[config.mk]
export PLATFORM = sky130hd
export DESIGN_NAME = sfsr_writer
export DESIGN_NICKNAME = d
export VERILOG_FILES = /design/src/rtl/sfsr_pkg.sv /design/src/rtl/sfsr_sync.sv /design/src/rtl/sfsr_frame.sv /design/src/rtl/sfsr_status.sv /design/src/rtl/sfsr_readout.sv /design/src/rtl/sfsr_writer.sv
export SDC_FILE = /design/constraint.sdc
export NUM_CORES = 1
export LEC_CHECK = 0
export CORE_ASPECT_RATIO = 0.5
export CORE_MARGIN = 2
export CORE_UTILIZATION = 50
export DETAILED_ROUTE_END_ITERATION = 6
export DONT_BUFFER_PORTS = 1
export GPL_ROUTABILITY_DRIVEN = 0
export MAX_ROUTING_LAYER = met4
export PLACE_DENSITY = 0.76
export SLEW_MARGIN = 5
export SYNTH_ARGS = -nofsm -noshare
export SYNTH_HDL_FRONTEND = slang
export SYNTH_SLANG_ARGS = --single-unit
[constraint.sdc]
create_clock -name clk -period 4.1 [get_ports clk]
set_clock_uncertainty 0.2 [all_clocks]
set_input_delay 0.41 -clock clk [delete_from_list [all_inputs] [get_ports clk]]
set_output_delay 0.41 -clock clk [all_outputs]
set_load 0.01 [all_outputs]
[src/rtl/sfsr_pkg.sv]
package sfsr_pkg;
    localparam int SR_BITS = 24;

    localparam logic [7:0] OP_WR_ENABLE = 8'h06;
    localparam logic [7:0] OP_WR_LO     = 8'h01;
    localparam logic [7:0] OP_WR_MID    = 8'h31;
    localparam logic [7:0] OP_WR_HI     = 8'h11;
    localparam logic [7:0] OP_RD_LO     = 8'h05;
    localparam logic [7:0] OP_RD_MID    = 8'h35;
    localparam logic [7:0] OP_RD_HI     = 8'h15;

    localparam int LOCK_LO_BIT = 7;
    localparam int LOCK_HI_BIT = 8;

    localparam logic [SR_BITS-1:0] SR_FLAG_BITS  = SR_BITS'(3);
    localparam logic [SR_BITS-1:0] SR_FIXED_BITS =
        (SR_BITS'(1) << 20) | (SR_BITS'(1) << 19) | (SR_BITS'(1) << 17) |
        (SR_BITS'(1) << 16) | (SR_BITS'(1) << 15) | (SR_BITS'(1) << 10);
    localparam logic [SR_BITS-1:0] SR_WRITABLE = ~(SR_FLAG_BITS | SR_FIXED_BITS);

    typedef enum logic [1:0] {LANE_LO, LANE_MID, LANE_HI, LANE_NONE} lane_e;

    function automatic lane_e write_lane(input logic [7:0] op);
        case (op)
            OP_WR_LO:  return LANE_LO;
            OP_WR_MID: return LANE_MID;
            OP_WR_HI:  return LANE_HI;
            default:   return LANE_NONE;
        endcase
    endfunction

    function automatic lane_e read_lane(input logic [7:0] op);
        case (op)
            OP_RD_LO:  return LANE_LO;
            OP_RD_MID: return LANE_MID;
            OP_RD_HI:  return LANE_HI;
            default:   return LANE_NONE;
        endcase
    endfunction

    function automatic logic [SR_BITS-1:0] lane_mask(input lane_e lane);
        case (lane)
            LANE_LO:  return SR_BITS'(24'h0000FF);
            LANE_MID: return SR_BITS'(24'h00FF00);
            LANE_HI:  return SR_BITS'(24'hFF0000);
            default:  return '0;
        endcase
    endfunction

    function automatic logic [7:0] lane_byte(input logic [SR_BITS-1:0] sr, input lane_e lane);
        case (lane)
            LANE_LO:  return sr[7:0];
            LANE_MID: return sr[15:8];
            LANE_HI:  return sr[23:16];
            default:  return 8'h00;
        endcase
    endfunction
endpackage

[src/rtl/sfsr_sync.sv]
module sfsr_sync #(
    parameter int             W       = 1,
    parameter int             STAGES  = 2,
    parameter logic [W-1:0]   RST_VAL = '0
) (
    input  logic         clk,
    input  logic         rst_n,
    input  logic [W-1:0] d,
    output logic [W-1:0] q
);
    logic [STAGES-1:0][W-1:0] pipe_d, pipe_q;

    always_comb begin
        pipe_d[0] = d;
        for (int i = 1; i < STAGES; i++) begin
            pipe_d[i] = pipe_q[i-1];
        end
    end

    always_ff @(posedge clk or negedge rst_n) begin
        if (!rst_n) pipe_q <= {STAGES{RST_VAL}};
        else        pipe_q <= pipe_d;
    end

    assign q = pipe_q[STAGES-1];
endmodule

[src/rtl/sfsr_frame.sv]
module sfsr_frame #(
    parameter int CNT_W = 6
) (
    input  logic             clk,
    input  logic             rst_n,
    input  logic             qpi_en,
    input  logic             sclk_s,
    input  logic             cs_n_s,
    input  logic [3:0]       dq_s,
    output logic             sclk_fall,
    output logic             op_done,
    output logic [7:0]       op_now,
    output logic [7:0]       op_q,
    output logic [7:0]       data_q,
    output logic             frame_end,
    output logic [CNT_W-1:0] frame_bits
);
    localparam logic [CNT_W-1:0] CNT_MAX   = '1;
    localparam logic [CNT_W-1:0] OP_BITS   = CNT_W'(8);
    localparam logic [CNT_W-1:0] DATA_BITS = CNT_W'(16);

    typedef struct packed {
        logic             sclk_prev;
        logic             cs_prev;
        logic [CNT_W-1:0] cnt;
        logic [7:0]       sh;
        logic [7:0]       op;
        logic [7:0]       data;
    } frame_t;

    frame_t st_d, st_q;
    logic             rise;
    logic [CNT_W-1:0] step;
    logic [CNT_W-1:0] cnt_next;
    logic [7:0]       sh_next;

    always_comb begin
        st_d           = st_q;
        st_d.sclk_prev = sclk_s;
        st_d.cs_prev   = cs_n_s;
        rise      = sclk_s & ~st_q.sclk_prev & ~cs_n_s;
        sclk_fall = ~sclk_s & st_q.sclk_prev & ~cs_n_s;
        frame_end = cs_n_s & ~st_q.cs_prev;
        step      = qpi_en ? CNT_W'(4) : CNT_W'(1);
        sh_next   = qpi_en ? {st_q.sh[3:0], dq_s} : {st_q.sh[6:0], dq_s[0]};
        cnt_next  = (st_q.cnt > CNT_MAX - step) ? CNT_MAX : st_q.cnt + step;
        op_done   = 1'b0;
        if (!cs_n_s && st_q.cs_prev) begin
            st_d.cnt = '0;
            st_d.sh  = '0;
        end else if (rise) begin
            st_d.sh  = sh_next;
            st_d.cnt = cnt_next;
            if (cnt_next == OP_BITS) begin
                st_d.op = sh_next;
                op_done = 1'b1;
            end
            if (cnt_next == DATA_BITS) st_d.data = sh_next;
        end
    end

    always_ff @(posedge clk or negedge rst_n) begin
        if (!rst_n) begin
            st_q           <= '0;
            st_q.sclk_prev <= 1'b0;
            st_q.cs_prev   <= 1'b1;
        end else begin
            st_q <= st_d;
        end
    end

    assign op_now     = sh_next;
    assign op_q       = st_q.op;
    assign data_q     = st_q.data;
    assign frame_bits = st_q.cnt;
endmodule

[src/rtl/sfsr_status.sv]
module sfsr_status
    import sfsr_pkg::*;
#(
    parameter int TW_CYCLES = 256,
    parameter int CNT_W     = 6
) (
    input  logic               clk,
    input  logic               rst_n,
    input  logic               frame_end,
    input  logic [CNT_W-1:0]   frame_bits,
    input  logic [7:0]         op_q,
    input  logic [7:0]         data_q,
    input  logic               wp_n_s,
    output logic [SR_BITS-1:0] sr_view,
    output logic               busy,
    output logic               wlatch
);
    localparam int TW_W = $clog2(TW_CYCLES + 1);

    typedef struct packed {
        logic [SR_BITS-1:0] sr;
        logic               wlatch;
        logic               busy;
        logic [TW_W-1:0]    timer;
    } status_t;

    status_t            st_d, st_q;
    lane_e              lane;
    logic               hw_lock;
    logic               enable_ok;
    logic               write_ok;
    logic [SR_BITS-1:0] sel_mask;
    logic [SR_BITS-1:0] placed;

    always_comb begin
        st_d      = st_q;
        lane      = write_lane(op_q);
        hw_lock   = st_q.sr[LOCK_LO_BIT] & ~st_q.sr[LOCK_HI_BIT] & ~wp_n_s;
        enable_ok = frame_end && (op_q == OP_WR_ENABLE) && (frame_bits == CNT_W'(8));
        write_ok  = frame_end && (lane != LANE_NONE) && (frame_bits == CNT_W'(16))
                    && st_q.wlatch && !hw_lock;
        sel_mask  = lane_mask(lane) & SR_WRITABLE;
        placed    = {data_q, data_q, data_q} & sel_mask;
        if (st_q.busy) begin
            if (st_q.timer == TW_W'(1)) begin
                st_d.busy   = 1'b0;
                st_d.wlatch = 1'b0;
                st_d.timer  = '0;
            end else begin
                st_d.timer = st_q.timer - TW_W'(1);
            end
        end else if (write_ok) begin
            st_d.sr    = (st_q.sr & ~sel_mask) | placed;
            st_d.busy  = 1'b1;
            st_d.timer = TW_W'(TW_CYCLES);
        end else if (enable_ok) begin
            st_d.wlatch = 1'b1;
        end
    end

    always_ff @(posedge clk or negedge rst_n) begin
        if (!rst_n) st_q <= '0;
        else        st_q <= st_d;
    end

    assign busy    = st_q.busy;
    assign wlatch  = st_q.wlatch;
    assign sr_view = (st_q.sr & ~SR_FLAG_BITS) | {{(SR_BITS-2){1'b0}}, st_q.wlatch, st_q.busy};
endmodule

[src/rtl/sfsr_readout.sv]
module sfsr_readout
    import sfsr_pkg::*;
(
    input  logic               clk,
    input  logic               rst_n,
    input  logic               qpi_en,
    input  logic               cs_n_s,
    input  logic               sclk_fall,
    input  logic               op_done,
    input  logic [7:0]         op_now,
    input  logic [SR_BITS-1:0] sr_view,
    output logic [3:0]         dq_o,
    output logic [3:0]         dq_oe
);
    typedef struct packed {
        logic       active;
        logic       first;
        logic [2:0] idx;
        logic [7:0] snap;
        lane_e      lane;
    } rd_t;

    rd_t        st_d, st_q;
    lane_e      new_lane;
    logic [2:0] last_idx;

    always_comb begin
        st_d     = st_q;
        new_lane = read_lane(op_now);
        last_idx = qpi_en ? 3'd3 : 3'd0;
        if (cs_n_s) begin
            st_d.active = 1'b0;
            st_d.first  = 1'b0;
        end else if (op_done && new_lane != LANE_NONE) begin
            st_d.active = 1'b1;
            st_d.first  = 1'b1;
            st_d.idx    = 3'd7;
            st_d.lane   = new_lane;
            st_d.snap   = lane_byte(sr_view, new_lane);
        end else if (sclk_fall && st_q.active) begin
            if (st_q.first) begin
                st_d.first = 1'b0;
            end else if (st_q.idx == last_idx) begin
                st_d.idx  = 3'd7;
                st_d.snap = lane_byte(sr_view, st_q.lane);
            end else begin
                st_d.idx = st_q.idx - (qpi_en ? 3'd4 : 3'd1);
            end
        end
    end

    always_ff @(posedge clk or negedge rst_n) begin
        if (!rst_n) begin
            st_q      <= '0;
            st_q.lane <= LANE_NONE;
        end else begin
            st_q <= st_d;
        end
    end

    always_comb begin
        dq_o  = 4'b0000;
        dq_oe = 4'b0000;
        if (st_q.active) begin
            if (qpi_en) begin
                dq_o  = st_q.idx[2] ? st_q.snap[7:4] : st_q.snap[3:0];
                dq_oe = 4'b1111;
            end else begin
                dq_o  = {2'b00, st_q.snap[st_q.idx], 1'b0};
                dq_oe = 4'b0010;
            end
        end
    end
endmodule

[src/rtl/sfsr_writer.sv]
module sfsr_writer
    import sfsr_pkg::*;
#(
    parameter int TW_CYCLES   = 256,
    parameter int SYNC_STAGES = 2,
    parameter int CNT_W       = 6
) (
    input  logic       clk,
    input  logic       rst_n,
    input  logic       qpi_en,
    input  logic       sclk,
    input  logic       cs_n,
    input  logic       wp_n,
    input  logic [3:0] dq_i,
    output logic [3:0] dq_o,
    output logic [3:0] dq_oe
);
    localparam int PIN_W = 7;

    logic [PIN_W-1:0]   pins_s;
    logic               sclk_s, cs_n_s, wp_n_s;
    logic [3:0]         dq_s;
    logic               sclk_fall, op_done, frame_end;
    logic [7:0]         op_now, op_q, data_q;
    logic [CNT_W-1:0]   frame_bits;
    logic [SR_BITS-1:0] sr_view;
    logic               busy, wlatch;

    sfsr_sync #(.W(PIN_W), .STAGES(SYNC_STAGES), .RST_VAL(7'b1100000)) u_sync (
        .clk(clk), .rst_n(rst_n),
        .d({wp_n, cs_n, sclk, dq_i}),
        .q(pins_s)
    );
    assign {wp_n_s, cs_n_s, sclk_s, dq_s} = pins_s;

    sfsr_frame #(.CNT_W(CNT_W)) u_frame (
        .clk(clk), .rst_n(rst_n), .qpi_en(qpi_en),
        .sclk_s(sclk_s), .cs_n_s(cs_n_s), .dq_s(dq_s),
        .sclk_fall(sclk_fall), .op_done(op_done), .op_now(op_now),
        .op_q(op_q), .data_q(data_q),
        .frame_end(frame_end), .frame_bits(frame_bits)
    );

    sfsr_status #(.TW_CYCLES(TW_CYCLES), .CNT_W(CNT_W)) u_status (
        .clk(clk), .rst_n(rst_n),
        .frame_end(frame_end), .frame_bits(frame_bits),
        .op_q(op_q), .data_q(data_q), .wp_n_s(wp_n_s),
        .sr_view(sr_view), .busy(busy), .wlatch(wlatch)
    );

    sfsr_readout u_readout (
        .clk(clk), .rst_n(rst_n), .qpi_en(qpi_en),
        .cs_n_s(cs_n_s), .sclk_fall(sclk_fall),
        .op_done(op_done), .op_now(op_now), .sr_view(sr_view),
        .dq_o(dq_o), .dq_oe(dq_oe)
    );
endmodule

==> qor.yml, run 1 <==
clocking:
  cts.htree.levels: 3
  postCtsResizedCells: 0
  clock_latency_ns: 0.34
  postCtsSetupRepairBufs: 0
  cts_root_buffer: "clkbuf_16"
  clk_pin_slew_ns: 0.06
  cts_num_sinks: 87
  numCtsBuffers: 9
  cts_tree: "yes"
  cts_max_path_buffers: 2
yosys:
  synth_edf_count: 0
  synth_warnings: 0
  ys_ff_latch: 87
  synthFlopType: "dfrtp_1"
  yosysSeqAreaShare: 0.5081
  syn_nets: 409
  ys_top_cells_by_count: "dfrtp_1 (80), mux2_2 (45), nand2_1 (40)"
  yosysMostFrequentCell: "dfrtp_1"
  synth_top_area_frac: 0.4654
  syn_inst: 391
  synth_area_leader_cell: "dfrtp_1"
  synthArstFlopShare: 1.000
  syn_area_mm2: 0.004302
  postSynthAreaPerCell_um2: 11.00
  yosysUniqueCellTypes: 55
  synth_area_leaders: "dfrtp_1 (47%), mux2_2 (12%), mux2i_1 (5.4%)"
setup_path:
  rr_worst_depth: 6
  critPathRequiredTime_ns: 4.12
  path_class: "reg -> reg"
  cp_data_arrival_time_ns: 3.10
  critPathCaptureType: "flop"
  r2r_slack_ns: 1.02
  reg2reg_from: "u_frame.frame_bits[2]"
  crit_path_start_kind: "flop"
  path_max_fanout: 8
  r2r-end: "u_readout.st_q[3]"
sta:
  setup_viol: 0
  fmax_mhz: 324.8
  final.min_clock_period_ns: 3.079
  tns_ns: 0
  timing.final.crit_share: 0.7510
  finalHoldViolCount: 0
  rsz0062_at_grt: "no"
  slew_headroom: 0.1841
  max_slew.worst_pin.slew_ns: 1.221
  final_max_slew_viol_count: 0
layout:
  fin_cells: 513
  fill_cells: 702
  syn_to_final_growth_pct: 10.67
  drive_gt1_frac: 0.1870
  antenna_cells: 0
  nets: 414
routing:
  met2WireLength_mm: 3.905
  drt_first_pass_iters: 4
  wirelength_mm: 8.886
  ant_nets: 0
  wl_met3_um: 528
  wire_per_inst_um: 17.32
  via_per_inst: 5.782
  dr_total_vias: 2966
  wirelength_met1_mm: 4.333
  route.detailed.drc: 0
  drt-initial-drc-count: 246
  dr.max_layer_used: "met4"
die:
  die_y_um: 69.59
  start_util: 0.5263
  ios: 18
  core.rowCount: 23
  die_w_um: 135.2
  core_area_mm2: 0.008173
  dieArea_mm2: 0.009406
hold_path:
  holdPathEnd: "u_sync.q[3]"
  hold_start: "u_sync.pipe_d[10]"
  hold_path_class: "reg -> reg"
  min_path_cells: 0
pwr:
  p_seq_frac: 0.517
  leakagePower_nw: 2.187
  p_sw_w: 0.0003755
  p_comb_frac: 0.051
  netSwitchingFraction: 0.2168
  p_int_w: 0.001357
  powerDensity_mw_per_mm2: 363.8
  max-vdd-ir-drop_uv: 181.2
  clkPwrFrac: 0.432
global_routing:
  grt_overflow: 0
  grt_use_total: 0.2122
  grt_pass1_vias: 2877
  grt_pass1_wl_mm: 15.02
  grt_max_degree: 88
  grt_antenna_before_repair: 0
placed_design:
  port_buffers: 0
  dp_hpwl_mm: 6.173
  dp.cells: 488
outcome:
  outcome: "complete, no violations"
job:
  drv_cap: 0
[how the worst max path moves through the flow]
stage,startpoint,to,depth (start not counted)
global placement,qpi_en,u_readout.st_q[6],8
global route,u_frame.frame_bits[2],u_readout.st_q[3],6
finish,u_frame.frame_bits[2],u_readout.st_q[3],6
detailed placement,qpi_en,u_readout.st_q[6],6
CTS,u_frame.frame_bits[2],u_readout.st_q[6],6
floorplan,qpi_en,u_readout.st_q[2],9
[per-stage QoR]
step | setup WS [ns] | area [um2] | utilization | hold WS [ns] | total power (W)
finish | 1.021 | 4761 | 0.5825 | 0.1460 | 0.001732
global route | 0.8500 | 4761 | 0.5825 | 0.1548 | 0.001806
CTS | 1.053 | 4761 | 0.5825 | 0.1475 | 0.001749
detailed placement | 1.030 | 4380 | 0.5360 | -0.08280 | 0.0009730
global placement | 1.111 | 4380 | 0.5360 | -0.08248 | 0.0009715
floorplan | 1.019 | 4302 | - | -0.08559 | 0.0009576
[worst max-delay path, cell delays in order (launching register included)]
cell      delay, ns
dfrtp_1        0.40
ha_1           0.37
a31oi_1        0.60
or3_1          0.22
nand4b_2       0.16
nor4_4         0.62
mux2_2         0.40
[power by group through the flow]
stage	logic (W)	registers [W]	clock network [W]
after floorplan	0.0000546	0.000903	0
after global placement	0.0000624	0.000909	0
after detailed placement	0.0000631	0.000910	0
after CTS	0.0000899	0.000895	0.000765
after global routing	0.000100	0.000897	0.000809
final	0.0000887	0.000895	0.000748
[layer usage]
layer	up-vias	track usage
met5	-	-
met1	1469	0.3077
met2	63	0.2967
met4	0	0.05556
li1	1421	-
met3	13	0.05556
[cell type report]
class	count	area, um2	share of cell area
multi-input cells	272	1983	0.4166
well taps	112	140.1	0.02943
clock buffers	15	267.8	0.05624
inverters	15	56.30	0.01183
repair buffers	11	122.6	0.02576
clock inverters	1	5.005	0.001051
flip-flops and latches	87	2186	0.4591
[cells by family (layout without fill, tap and decap cells)]
kind of cell / after synthesis / after routing / synth area share
and+or+nand+nor: 119 / 119 / 0.1460
DFF: 87 / 87 / 0.5081
AOI/OAI and AO/OA: 71 / 71 / 0.1082
muxes: 68 / 68 / 0.1713
buffers and inverters: 32 / 42 / 0.03083
adders and majority gates: 8 / 8 / 0.02327
xor gates and xnor gates: 6 / 6 / 0.01222
[placed cells by master, fill, tap and decap left out, types with 3 or more instances in the layout]
| master | instances |
|---|---|
| nor4_1 | 3 |
| mux2i_1 | 23 |
| dlygate4sd3_1 | 8 |
| a31oi_1 | 3 |
| nor3_1 | 7 |
| or4_1 | 5 |
| nor2b_1 | 3 |
| nand2b_1 | 6 |
| nand3b_1 | 4 |
| mux2_2 | 45 |
| a22o_1 | 5 |
| dfstp_2 | 7 |
| nand3_1 | 5 |
| nor4b_1 | 3 |
| xor2_1 | 3 |
| xnor2_1 | 3 |
| nand2_1 | 40 |
| a21oi_1 | 13 |
| nor2_1 | 26 |
| ha_1 | 8 |
| o21ai_0 | 29 |
| clkbuf_16 | 9 |
| a22oi_1 | 4 |
| dfrtp_1 | 80 |
| clkbuf_1 | 4 |
| inv_1 | 15 |
[repair_timing]
item,in CTS,in global routing
endpoints found under the hold margin,94,0
endpoints found under the setup margin,0,0
hold buffers,9,0
Power figures use the tool's default switching activity.
==> run 2: changes to the inputs <==
- clock period: 4.1 -> 3.1 ns (I/O delays scaled with it)
==> qor.yml, run 2 (synthesis results as in run 1) <==
outcome:
  outcome: "complete, no violations"
layout:
  final_cell_mix: "dfrtp_1 (80), mux2_2 (45), nand2_1 (40)"
  antenna_cells: 0  # unchanged
  drive_gt1_frac: 0.2127  # +0.02568
  nets: 422  # +1.9%
  final_common_cell: "dfrtp_1"
  syn_to_final_growth_pct: 12.36
  post-route-util: 0.5914  # +0.008879
  fin_cells: 521  # +1.6%
clocking:
  cts_num_sinks: 87  # unchanged
  cts_root_buffer: "clkbuf_16"
  cts.htree.levels: 3  # unchanged
  cts_max_path_buffers: 2  # unchanged
  clk_pin_slew_ns: 0.06  # about the same
  cts_tree: "yes"
  postCtsResizedCells: 0  # unchanged
  clock_latency_ns: 0.34  # about the same
  numCtsBuffers: 9  # unchanged
setup_path:
  crit_path_cell_trace: "ha_1 -> ha_1 -> or2_2 -> a2111oi_4 -> nand4b_2 -> nand3b_1 -> mux2_2"
  crit_slowest_cell: "nand3b_1"
  cpPeakStageDelay_ns: 0.45  # -0.17 ns
  critPathLaunch: "u_frame.frame_bits[0]"
  reg2reg_from: "u_frame.frame_bits[0]"
  critPathCaptureType: "flop"
  path_class: "reg -> reg"
  crit_path_start_kind: "flop"
  critPathRequiredTime_ns: 3.12  # -1.00 ns
  cp_data_arrival_time_ns: 2.86  # -0.24 ns
  crit_path_frequent_cell: "ha_1"
  path_max_fanout: 8  # unchanged
routing:
  dr_total_vias: 2954  # -0.40%
  wire_per_inst_um: 16.38  # -5.5%
  wirelength_mm: 8.532  # -4.0%
  ant_nets: 0  # unchanged
  via_per_inst: 5.670  # -1.9%
  drt-initial-drc-count: 328  # +33%
  route.detailed.drc: 0  # unchanged
  drt_first_pass_iters: 4  # unchanged
sta:
  tns_ns: 0  # unchanged
  setup_viol: 0  # unchanged
  finalHoldViolCount: 0  # unchanged
  timing.final.crit_share: 0.9154  # +0.1644
  final.min_clock_period_ns: 2.838  # -0.2415 ns
  fmax_mhz: 352.4  # +8.5%
  fin_ws_ns: 0.2623  # -0.7585 ns
  rsz0062_at_grt: "no"
  slew_headroom: 0.5480  # +0.3639
  final_max_slew_viol_count: 0  # unchanged
  max_slew.worst_pin.slew_ns: 0.6774  # -0.5438 ns
job:
  drv_cap: 0  # unchanged
placed_design:
  dp.cells: 496  # +1.6%
  post-place-ws_ns: 0.2665  # -0.7638 ns
  port_buffers: 0  # unchanged
  dp_hpwl_mm: 6.004  # -2.7%
hold_path:
  hold_path_class: "in -> reg"
  hold_start: "qpi_en"
global_routing:
  grt_overflow: 0  # unchanged
  grt_pass1_vias: 2840  # -1.3%
  grt_use_total: 0.2051  # -0.007148
  grt_antenna_before_repair: 0  # unchanged
  grt_max_degree: 88  # unchanged
  grt_pass1_wl_mm: 14.43  # -4.0%
die:
  core_area_mm2: 0.008173  # unchanged
  dieArea_mm2: 0.009406  # unchanged
  ios: 18  # unchanged
  start_util: 0.5263  # unchanged
  core.rowCount: 23  # unchanged
  die_y_um: 69.59  # unchanged
  die_w_um: 135.2  # unchanged
pwr:
  powerDensity_mw_per_mm2: 479.1  # +32%
  max-vdd-ir-drop_uv: 283.4  # +56%
  leakagePower_nw: 2.237  # +2.3%
==> run 2: changes by cell type in the layout (fill, tap and decap cells not counted), sizes merged <==
cell,previous run,this run
clkinv,1,5
buf,3,11
clkbuf,15,11
==> run 2: critical path, delay by kind of cell (launching register included) <==
family / cells / cell delay (ns)
flip-flops: 1 / 0.41
multiplexers: 1 / 0.40
AO/OA/AOI/OAI: 1 / 0.26
adder cells (fa/ha/maj): 2 / 0.49
AND/OR/NAND/NOR: 3 / 0.96
==> run 2: power breakdown <==
part           internal [W]  switching [W]
clock              0.000585       0.000428
combinational     0.0000489      0.0000714
sequential          0.00116      0.0000214
total               0.00179       0.000521
==> run 2: per-stage QoR <==
stage               total power (W)  area [um2]  hold WS (ns)
finish                     0.002316        4833        0.1158
global route               0.002417        4833        0.1102
CTS                        0.002339        4833        0.1062
detailed placement         0.001289        4441       -0.1825
global placement           0.001288        4441       -0.1833
floorplan                  0.001267        4302       -0.1856
==> run 2: metal layers <==
metal	GRT usage	part of all wire	up-vias
met1	0.2989	0.50	1460
met2	0.2752	0.43	53
met5	-	0	-
met3	0.07091	0.064	10
met4	0.04630	0.011	0
li1	-	-	1431
==> run 2: worst paths after layout <==
check | endpoint | slack (ns) | cells past startpoint
setup reg to reg | u_frame.data_q[7] | 0.26 | 7
hold / removal | u_frame.op_q[7] | 0.12 | 2
hold reg to reg | u_sync.q[2] | 0.15 | 0
min in group asynchronous | u_frame.frame_bits[1] | 0.32 | 2
setup / recovery | u_frame.data_q[7] | 0.26 | 7
max in group asynchronous | u_readout.st_q[0] | 2.03 | 2
==> run 2: cell type report <==
cell class	count	area (um2)
Clock buffer	11	252.7
Clock inverter	5	32.53
Inverter	15	56.30
Fill cell	657	3339
Tap cell	112	140.1
Multi-Input combinational cell	272	1983
Sequential cell	87	2186
Timing Repair Buffer	19	182.7
==> run 2: timing repair <==
action | CTS | global route
setup endpoints to repair | 0 | 0
hold buffers | 9 | 0
endpoints found under the hold margin | 94 | 0
buffers inserted | 0 | 0
==> run 3: changes to the inputs <==
- PLACE_DENSITY: 0.76 -> 0.79
- clock period: 3.1 -> 2.6 ns (I/O delays scaled with it)
==> qor.yml, run 3 (synthesis results as in run 1) <==
outcome:
  outcome: "complete, no violations"
clocking:
  cts_root_buffer: "clkbuf_16"
  cts_num_sinks: 87  # unchanged
  numCtsBuffers: 9  # unchanged
  cts.htree.levels: 3  # unchanged
  cts_tree: "yes"
  clock_latency_ns: 0.35  # about the same
  cts_max_path_buffers: 2  # unchanged
  clk_pin_slew_ns: 0.07  # about the same
setup_path:
  rr_worst_depth: 5  # -2
  crit_path_cell_trace: "or4b_4 -> a2111oi_4 -> nand4b_4 -> or4_4 -> a21oi_2"
  cpPeakStageDelay_ns: 0.60  # +0.15 ns
  critPathRequiredTime_ns: 2.68  # -0.44 ns
  r2r-end: "u_readout.st_q[13]"
  crit_slowest_cell: "or4_4"
  crit_cells: 5  # -2
  critPathCaptureType: "flop"
  path_delay_family: "simple AND/OR/NAND/NOR gates"
  crit_end: "u_readout.st_q[13]"
  crit_path_start_kind: "flop"
  path_buf_inv: 0  # unchanged
  path_max_fanout: 5  # -3
  path_class: "reg -> reg"
  r2r_slack_ns: 0.03  # -0.23 ns
  reg2reg_from: "u_frame.st_q[30]"
  critPathLaunch: "u_frame.st_q[30]"
  cp_data_arrival_time_ns: 2.65  # -0.21 ns
placed_design:
  dpl-instance-area_mm2: 0.004613  # +3.9%
  dp_hpwl_mm: 6.399  # +6.6%
  port_buffers: 0  # unchanged
  post-place-ws_ns: -0.07357  # -0.3401 ns
layout:
  final_area_mm2: 0.005074  # +5.0%
  drive_gt1_frac: 0.2664  # +0.05364
  final_common_cell: "dfrtp_1"
  multi_input_area_mm2: 0.002056  # +3.7%
  antenna_cells: 0  # unchanged
  syn_to_final_growth_pct: 17.95
  final_cell_mix: "dfrtp_1 (80), mux2_2 (41), nand2_1 (40)"
  fill_cells: 639  # -2.7%
  nets: 441  # +4.5%
  ff_latch_area_mm2: 0.002186  # unchanged
  post-route-util: 0.6208  # +0.02939
pwr:
  max-vdd-ir-drop_uv: 391.9  # +38%
  p_sw_w: 0.0007144  # +37%
  p_comb_frac: 0.060  # +0.008
  powerDensity_mw_per_mm2: 566.4  # +18%
  netSwitchingFraction: 0.2486  # +0.02359
  p_seq_frac: 0.490  # -0.021
  p_int_w: 0.002159  # +20%
  total_power_w: 0.002873  # +24%
  clkPwrFrac: 0.450  # +0.013
  leakagePower_nw: 2.339  # +4.6%
sta:
  final_max_slew_viol_count: 0  # unchanged
  tns_ns: 0  # unchanged
  slew_headroom: 0.6455  # +0.09753
  rsz0062_at_grt: "yes"
  timing.final.crit_share: 0.9867  # +0.07128
  setup_viol: 0  # unchanged
  final.min_clock_period_ns: 2.565  # -0.2724 ns
  fmax_mhz: 389.8  # +11%
  max_slew.worst_pin.slew_ns: 0.5277  # -0.1497 ns
  fin_ws_ns: 0.03469  # -0.2276 ns
  finalHoldViolCount: 0  # unchanged
global_routing:
  grt_use_total: 0.2223  # +0.01726
  use_met3: 0.08406  # +0.01316
  grtUsageMet2: 0.3187  # +0.04343
  grt_pass1_vias: 3073  # +8.2%
  grt_pass1_wl_mm: 15.50  # +7.5%
  grt_use_met1: 0.2982  # -0.0006628
  busiest_layer: "met2"
  grt_antenna_before_repair: 0  # unchanged
  grt_overflow: 0  # unchanged
  grt_max_degree: 88  # unchanged
hold_path:
  hold_path_class: "in -> reg"
routing:
  drt-initial-drc-count: 211  # -36%
  wire_per_inst_um: 17.32  # +5.8%
  route.detailed.drc: 0  # unchanged
  dr_total_vias: 3075  # +4.1%
  ant_nets: 0  # unchanged
  drt_first_pass_iters: 6  # +2
  wirelength_mm: 9.352  # +9.6%
  via_per_inst: 5.694  # +0.43%
die:
  ios: 18  # unchanged
  start_util: 0.5263  # unchanged
  die_w_um: 135.2  # unchanged
  core.rowCount: 23  # unchanged
  dieArea_mm2: 0.009406  # unchanged
  core_area_mm2: 0.008173  # unchanged
  die_y_um: 69.59  # unchanged
job:
  drv_cap: 0  # unchanged
run 3: changes by cell type in the layout (fill, tap and decap cells not counted), sizes merged:
cell and change:
clkinv -5, clkbuf -1, buf +19, inv +6
run 3: repair_timing:
item / in CTS / in global routing
pin swaps: 2 / 1
setup endpoints to repair: 4 / 36
gates resized for setup: 2 / 8
setup buffers: 0 / 2
hold buffers: 9 / 0
gates cloned: 0 / 0
endpoints found under the hold margin: 94 / 0
run 3: worst min path at each step:
stage / cells past startpoint / endpoint / startpoint / slack [ns]
4_1_cts: 2 / u_frame.data_q[7] / qpi_en / 0.03
2_1_floorplan: 0 / asynchronous set/reset pin / rst_n / -0.24
5_1_grt: 2 / u_frame.data_q[7] / qpi_en / 0.04
3_5_place_dp: 0 / u_sync.pipe_d[7] / rst_n / -0.23
3_3_place_gp: 0 / u_sync.pipe_d[9] / rst_n / -0.23
6_report: 2 / u_frame.data_q[7] / qpi_en / 0.05
run 3: layer usage:
layer	share of wire	wire length, um	vias to the layer above
met5	0	0	-
met4	0.011	102	0
met3	0.063	585	12
met2	0.44	4107	87
met1	0.49	4557	1509
li1	-	-	1467
run 3: area by class of cell:
cell class	instances	area share
clock buffer	10	0.04710
clock inverter	6	0.01134
inverter	15	0.01159
tap	112	0.02762
multi-input combinational	272	0.4052
sequential	87	0.4308
timing repair buffer	38	0.06634
run 3: power groups by stage:
| stage | sequential, W | clock (W) | combinational [W] |
|---|---|---|---|
| after floorplan | 0.00142 | 0 | 0.0000935 |
| after global placement | 0.00143 | 0 | 0.000123 |
| after detailed placement | 0.00143 | 0 | 0.000127 |
| after CTS | 0.00141 | 0.00132 | 0.000169 |
| after global routing | 0.00141 | 0.00137 | 0.000192 |
| final | 0.00141 | 0.00129 | 0.000172 |
run 3: per-stage QoR:
step                      cells  hold slack [ns]
after global placement      513          -0.2328
after CTS                   538          0.03456
final                       540          0.04660
after global routing        540          0.04417
after floorplan             391          -0.2356
after detailed placement    513          -0.2335
